File: src/rtl/acc_store_pkg.sv
package acc_store_pkg;
  typedef enum logic {
    WB_DIRECT   = 1'b0,
    WB_POST_INC = 1'b1
  } wb_mode_e;

  typedef enum logic {
    RND_CONV = 1'b0,
    RND_UNBIASED = 1'b1
  } rnd_mode_e;
endpackage

File: src/rtl/acc_round.sv
module acc_round #(
  parameter int ACC_W  = 40,
  parameter int DATA_W = 16,
  localparam int HI_W  = ACC_W - DATA_W
) (
  input  logic [ACC_W-1:0] acc_i,
  input  logic             rnd_en_i,
  input  logic             unbiased_i,
  output logic [HI_W-1:0]  hi_o,
  output logic             sign_o
);
  localparam logic [DATA_W-1:0] TIE = {1'b1, {(DATA_W-1){1'b0}}};

  logic [DATA_W-1:0] lo;
  logic              tie, inc;

  assign lo     = acc_i[DATA_W-1:0];
  assign tie    = (lo == TIE);
  // exact tie under unbiased mode: round toward even (bit DATA_W)
  assign inc    = rnd_en_i && lo[DATA_W-1] && !(unbiased_i && tie && !acc_i[DATA_W]);
  assign hi_o   = acc_i[ACC_W-1:DATA_W] + HI_W'(inc);
  assign sign_o = acc_i[ACC_W-1];
endmodule

File: src/rtl/data_sat.sv
module data_sat #(
  parameter int ACC_W  = 40,
  parameter int DATA_W = 16,
  localparam int HI_W  = ACC_W - DATA_W,
  localparam int CHK_W = HI_W - DATA_W + 1
) (
  input  logic [HI_W-1:0]   hi_i,
  input  logic              sign_i,
  output logic [DATA_W-1:0] data_o
);
  localparam logic [DATA_W-1:0] MAX_POS = {1'b0, {(DATA_W-1){1'b1}}};
  localparam logic [DATA_W-1:0] MAX_NEG = {1'b1, {(DATA_W-1){1'b0}}};

  logic [CHK_W-1:0] chk;
  logic             ovf;

  assign chk = hi_i[HI_W-1:DATA_W-1];
  assign ovf = !((chk == '0) || (chk == '1));

  always_comb begin
    if (!ovf)        data_o = hi_i[DATA_W-1:0];
    else if (sign_i) data_o = MAX_NEG;
    else             data_o = MAX_POS;
  end
endmodule

File: src/rtl/wb_addr_gen.sv
module wb_addr_gen
  import acc_store_pkg::*;
#(
  parameter int ADDR_W   = 16,
  parameter int DATA_W   = 16,
  parameter int PTR_STEP = 2
) (
  input  wb_mode_e          mode_i,
  input  logic [ADDR_W-1:0] ptr_i,
  input  logic [DATA_W-1:0] data_i,
  output logic              to_reg_o,
  output logic [ADDR_W-1:0] addr_o,
  output logic [ADDR_W-1:0] ptr_nxt_o
);
  always_comb begin
    to_reg_o  = (mode_i == WB_DIRECT);
    addr_o    = ptr_i;
    if (mode_i == WB_DIRECT) ptr_nxt_o = ADDR_W'(data_i);
    else                     ptr_nxt_o = ptr_i + ADDR_W'(PTR_STEP);
  end
endmodule

File: src/rtl/acc_store_unit.sv
module acc_store_unit
  import acc_store_pkg::*;
#(
  parameter int ACC_W    = 40,
  parameter int DATA_W   = 16,
  parameter int ADDR_W   = 16,
  parameter int PTR_STEP = 2
) (
  input  logic              clk_i,
  input  logic              rst_ni,
  input  logic              op_valid_i,
  input  logic              op_kind_i,
  input  logic              round_en_i,
  input  logic              rnd_mode_i,
  input  logic              wb_skip_i,
  input  logic              wb_mode_i,
  input  logic [ACC_W-1:0]  tgt_acc_i,
  input  logic [ACC_W-1:0]  oth_acc_i,
  input  logic [ADDR_W-1:0] ptr_i,
  output logic              we_o,
  output logic              to_reg_o,
  output logic [ADDR_W-1:0] addr_o,
  output logic [DATA_W-1:0] data_o,
  output logic              ptr_we_o,
  output logic [ADDR_W-1:0] ptr_o
);
  localparam int HI_W  = ACC_W - DATA_W;
  localparam int TOP_W = ACC_W - 2*DATA_W + 1;

  logic [ACC_W-1:0]  src_acc;
  logic              do_rnd, do_wr, sign;
  logic [HI_W-1:0]   rnd_hi;
  logic [DATA_W-1:0] sat_data;
  logic              to_reg_c;
  logic [ADDR_W-1:0] addr_c, ptr_nxt_c;

  assign src_acc = op_kind_i ? oth_acc_i : tgt_acc_i;
  assign do_rnd  = op_kind_i | round_en_i;
  assign do_wr   = op_valid_i & ~(op_kind_i & wb_skip_i);

  acc_round #(.ACC_W(ACC_W), .DATA_W(DATA_W)) i_round (
    .acc_i      (src_acc),
    .rnd_en_i   (do_rnd),
    .unbiased_i (rnd_mode_i),
    .hi_o       (rnd_hi),
    .sign_o     (sign)
  );

  data_sat #(.ACC_W(ACC_W), .DATA_W(DATA_W)) i_sat (
    .hi_i   (rnd_hi),
    .sign_i (sign),
    .data_o (sat_data)
  );

  wb_addr_gen #(.ADDR_W(ADDR_W), .DATA_W(DATA_W), .PTR_STEP(PTR_STEP)) i_addr (
    .mode_i    (wb_mode_e'(wb_mode_i)),
    .ptr_i     (ptr_i),
    .data_i    (sat_data),
    .to_reg_o  (to_reg_c),
    .addr_o    (addr_c),
    .ptr_nxt_o (ptr_nxt_c)
  );

  always_ff @(posedge clk_i or negedge rst_ni) begin
    if (!rst_ni) begin
      we_o     <= 1'b0;
      to_reg_o <= 1'b0;
      addr_o   <= '0;
      data_o   <= '0;
      ptr_we_o <= 1'b0;
      ptr_o    <= '0;
    end else begin
      we_o     <= do_wr;
      ptr_we_o <= do_wr;
      to_reg_o <= to_reg_c;
      addr_o   <= addr_c;
      data_o   <= sat_data;
      ptr_o    <= do_wr ? ptr_nxt_c : ptr_i;
    end
  end

  AST_DIRECT_PTR: assert property (@(posedge clk_i) disable iff (!rst_ni)
    (ptr_we_o && to_reg_o) |-> (ptr_o == ADDR_W'(data_o)));

  AST_POST_INC: assert property (@(posedge clk_i) disable iff (!rst_ni)
    (ptr_we_o && !to_reg_o) |-> (ptr_o == addr_o + ADDR_W'(PTR_STEP)));

  AST_SKIP_QUIET: assert property (@(posedge clk_i) disable iff (!rst_ni)
    $past(op_valid_i && op_kind_i && wb_skip_i) |-> (!we_o && !ptr_we_o && ptr_o == $past(ptr_i)));

  AST_IDLE_QUIET: assert property (@(posedge clk_i) disable iff (!rst_ni)
    $past(!op_valid_i) |-> (!we_o && !ptr_we_o));

  AST_TRUNC_PASS: assert property (@(posedge clk_i) disable iff (!rst_ni)
    $past(op_valid_i && !op_kind_i && !round_en_i &&
          ((tgt_acc_i[ACC_W-1:2*DATA_W-1] == {TOP_W{1'b0}}) ||
           (tgt_acc_i[ACC_W-1:2*DATA_W-1] == {TOP_W{1'b1}})))
    |-> (data_o == $past(tgt_acc_i[2*DATA_W-1:DATA_W])));
endmodule

File: config.mk
export PLATFORM = sky130hd
export DESIGN_NAME = acc_store_unit
export DESIGN_NICKNAME = d
export VERILOG_FILES = /design/src/rtl/acc_store_pkg.sv /design/src/rtl/acc_round.sv /design/src/rtl/data_sat.sv /design/src/rtl/wb_addr_gen.sv /design/src/rtl/acc_store_unit.sv
export SDC_FILE = /design/constraint.sdc
export NUM_CORES = 1
export LEC_CHECK = 0
export BUFFER_PORTS_ARGS = -buffer_cell sky130_fd_sc_hd__buf_2
export CELL_PAD_IN_SITES_DETAIL_PLACEMENT = 1
export CELL_PAD_IN_SITES_GLOBAL_PLACEMENT = 2
export CORE_ASPECT_RATIO = 0.9
export CORE_MARGIN = 2
export CORE_UTILIZATION = 25
export DETAILED_ROUTE_END_ITERATION = 8
export PLACE_DENSITY = 0.89
export SYNTH_ARGS = -nofsm -noshare
export SYNTH_HDL_FRONTEND = slang
export SYNTH_HIERARCHICAL = 1
export SYNTH_SLANG_ARGS = --single-unit
export TNS_END_PERCENT = 5
File: constraint.sdc
create_clock -name clk_i -period 0.8 [get_ports clk_i]
set_clock_uncertainty 0.05 [all_clocks]
set_input_delay 0.24 -clock clk_i [delete_from_list [all_inputs] [get_ports clk_i]]
set_output_delay 0.24 -clock clk_i [all_outputs]
set_load 0.01 [all_outputs]
==> results by group <==
Status
  • Status: finished with violations
  • Failing checks: negative setup slack

Clocking
  • Number of buffers inserted during clock tree synthesis: 5
  • Clock-pin slew on the worst setup and hold paths: ~0.06 ns
  • Clock root buffer: clkbuf_16
  • Clock Sinks: 50
  • Clock Tree Buf Depth: 2
  • Maximum level of the CTS H-tree: 2
  • TritonCTS clock tree: done

Logic synthesis
  • Number of register bits inferred by synthesis: 50
  • Syn Std Cell Area: about 3300 µm²
  • Post-synthesis sequential area ratio: 37.9%
  • Synthesized Nets: roughly 430
  • Distinct cells, synth: 40
  • Mean instance size in the synthesized netlist: roughly 10 µm²
  • Instance count of the mapped netlist: around 320
  • Area share of the largest cell type after synthesis: a little under two fifths
  • Number of warnings reported in the yosys synthesis log: 6
  • Main area contributors after synthesis: dfrtp_1 (38%), mux2_2 (16%), xnor2_1 (6.4%), buf_4 (4.3%), mux2_4 (4.1%)
  • Largest area contributor in the synthesized netlist: dfrtp_1

Floorplanning
  • Area of the die: approximately 14000 µm²
  • Number of placed I/O pins: between 150 and 200
  • Horizontal die dimension: around 130 µm
  • Placeable core region: about 13000 µm²
  • Effective utilization at floorplan: between 20% and 30%
  • Placement Rows: 39
  • Die outline height: 113 µm

STA
  • Period Utilization, post-route: 386%
  • Slew at the pin closest to its max-slew limit: roughly 0.35 ns
  • Worst-case headroom to the max-slew limit: 76.5%
  • Setup Viol. Count Final: between 80 and 90
  • Count of final hold-check violations: 0
  • Number of pins exceeding their max-slew limit in the final report: 0
  • Min cycle time layout: 3.09 ns
  • Worst Setup Slack, final: -2.29 ns
  • Highest clock rate: approximately 320 MHz
  • Unrepaired setup endpoints after global routing: yes
  • Worst Hold Margin: roughly 0.048 ns

Critical path
  • Setup CP Type: in2reg
  • Count of cell instances traversed by the critical path: 15
  • Worst path required time: ~0.93 ns
  • Startpoint type of the worst setup path: input port
  • Cell family with most CP delay: simple AND/OR/NAND/NOR gates
  • Critical path's largest stage delay: approximately 0.5 ns
  • Sort of element at the end of the critical path: flip-flop
  • CP Buf/Inv Count: 2
  • Timing startpoint of the critical path: op_kind_i
  • Data arrival, critical path: between 3 and 4 ns
  • Worst-path fanout max: 7
  • Critical path cell sequence: buf_12, mux2_4, and3_4, ha_4, and4_4, nand4_1, nor3_2, xor2_1, or4_4, nor4_4, or3_4, buf_6, nand2_1, mux2_4, mux2_2
  • Cell seen most often among critical-path stages: mux2_4
  • Slowest library cell on the worst path: or4_4

Route
  • Total number of vias: about 3200
  • Avg Vias per Cell: 4.56
  • Remaining antenna violation count: 0
  • Detail-routed net length per standard cell: between 15 and 20 µm
  • Detail Route met2 WL: 6100 µm
  • Drt first-iter violations: between 100 and 150
  • Total wire length after detailed routing: approximately 12000 µm
  • First-pass iteration count of the detailed router: 4
  • Met3 wire len: approximately 480 µm
  • Top metal layer carrying routed signals: met4
  • Remaining DRCs: 0
  • Detailed-routing wirelength on met1: 4930 µm

Global routing
  • Initial antenna violation count: 0
  • Largest net degree at the start of global routing: between 50 and 60
  • Via count of the first global-routing pass: 3718
  • Wire length of the first global-routing pass: ~19000 µm
  • Overall fraction of global-route tracks in use: 16.9%
  • Grt ovf: 0

Final layout
  • Filler instances: about 1500
  • Post-layout net count: approximately 650
  • Synth-to-layout area growth: 62.7%
  • Number of standard cells in the layout, taps in and fillers out: 710
  • Final design area excluding fillers: between 5000 and 6000 µm²
  • Combined area of the multi-input logic cells: approximately 2000 µm²
  • Area occupied by registers: 1250 µm²
  • Fraction of layout cells with a size suffix above 1: about two thirds
  • Antenna diodes: 0

Placed design
  • # placed instances: 684
  • Placed instance area: around 4700 µm²
  • Setup Slack @ Placement: -2.88 ns
  • Number of buffer cells added on primary ports: ~150
  • Detail Placement HPWL: approximately 9000 µm
  • GPL Wtd Cong: 0.820

Power
  • Leakage power: 0.00256 µW
  • Sw frac: approximately 25%
  • Post-route total power: between 7000 and 8000 µW
  • Switching power of the nets: approximately 2000 µW
  • Power density relative to cell area: 1460 nW/µm²
  • Share of power burned in registers: between 30% and 40%
  • Part of the power in the clock network: between 30% and 40%
  • Peak supply drop: approximately 0.00084 V
  • Combinational power share: 29.3%
  • Int Power: about 6000 µW

Min path
  • Worst hold path type: in2async

Flow run
  • Total of max-cap violations: 0
[placed cells by master, fill, tap and decap left out, types with 3 or more instances in the layout]
master	count
dfrtp_1	50
xor2_1	10
nand2_2	5
mux2_4	20
buf_2	147
nand4_1	6
buf_12	5
nand3_1	12
a21oi_2	4
nor2_4	4
o21ai_1	10
inv_1	4
and3_1	3
mux2_2	38
nor2_1	16
a21oi_1	9
nor4_1	3
nand4_2	3
nor2_2	4
nor3_2	3
nor3_1	3
xnor2_1	23
nand2_1	18
nand2_4	5
clkbuf_16	5
buf_6	16
o21ai_0	5
buf_4	79
nand3_2	3
nor4_2	4
[cells by family after synthesis]
group | Yosys count | synth area share, %
AOI/OAI and AO/OA | 32 | 5.41
xor gates and xnor gates | 35 | 9.27
adders and majority gates | 2 | 0.757
buffers and inverters | 36 | 7.38
DFF | 50 | 37.9
muxes | 58 | 20.8
and+or+nand+nor | 106 | 18.5
[routing by layer]
layer  up-vias  track usage [%]
li1       1549                -
met5         -                0
met2        82             31.2
met4         0             4.22
met3        15             3.59
met1      1592             20.1
[flip-flops by register name, summed over array words and instances, names as in the netlist]
signal	count
ptr_o	16
addr_o	16
to_reg_o	1
data_o	16
we_o	1
[layout make-up]
type | count | share of cell area [%]
clock inverters | 2 | 1.12
inverters | 5 | 0.349
well taps | 164 | 3.81
clock buffers | 6 | 2.58
multi-input cells | 233 | 37.8
flip-flops and latches | 50 | 23.3
repair buffers | 250 | 31.0
[cells in the mapped netlist]
library cell   n
a21boi_4       1
a21oi_1       13
a41o_1         1
and2_1         1
and3_1         4
and4_1         2
and4_2         1
buf_1          1
buf_12         1
buf_2          5
buf_4         19
buf_6          2
clkbuf_1       3
dfrtp_1       50
ha_1           2
inv_1          4
inv_2          1
mux2_1         2
mux2_2        47
mux2_4         9
nand2_1       28
nand2b_1       1
nand3_1       14
nand3_2        1
nand3_4        1
nand4_1        6
nand4_2        3
nor2_1        24
nor3_1         6
nor4_1         3
nor4_2         4
nor4_4         2
nor4b_1        1
o21ai_0       14
o21ai_1        3
or2_2          1
or3_1          2
or4_4          1
xnor2_1       24
xor2_1        11
[power groups by stage]
stage,Sequential (µW),Combinational [µW],Clock (µW)
floorplan,2920,877,0
global placement,2820,1960,0
detailed placement,2830,2010,0
CTS,2780,2230,2860
global route,2800,2500,2980
finish,2790,2310,2770
[per-stage QoR]
stage	utilization, %	TNS (ns)
after global placement	36.9	-81.11
after floorplan	-	-77.09
after global routing	42.1	-85.70
final	42.1	-79.89
after CTS	40.8	-79.76
after detailed placement	36.9	-84.33
[final timing paths]
kind	to	slack, ns
hold / removal	data_o[5]	0.05
max in group asynchronous	addr_o[12]	0.41
setup / recovery	ptr_o[0]	-2.29
min in group clk_i	addr_o[15]	0.05
[repair_timing]
item                                    4_1_cts  5_1_grt
gates resized for setup                      49       39
setup buffers                                11        5
pin swaps                                     8       10
gates cloned                                  2        0
endpoints found under the setup margin       84      134
hold buffers                                  1        0
hold endpoints to repair                     50        0
Power figures use the tool's default switching activity.
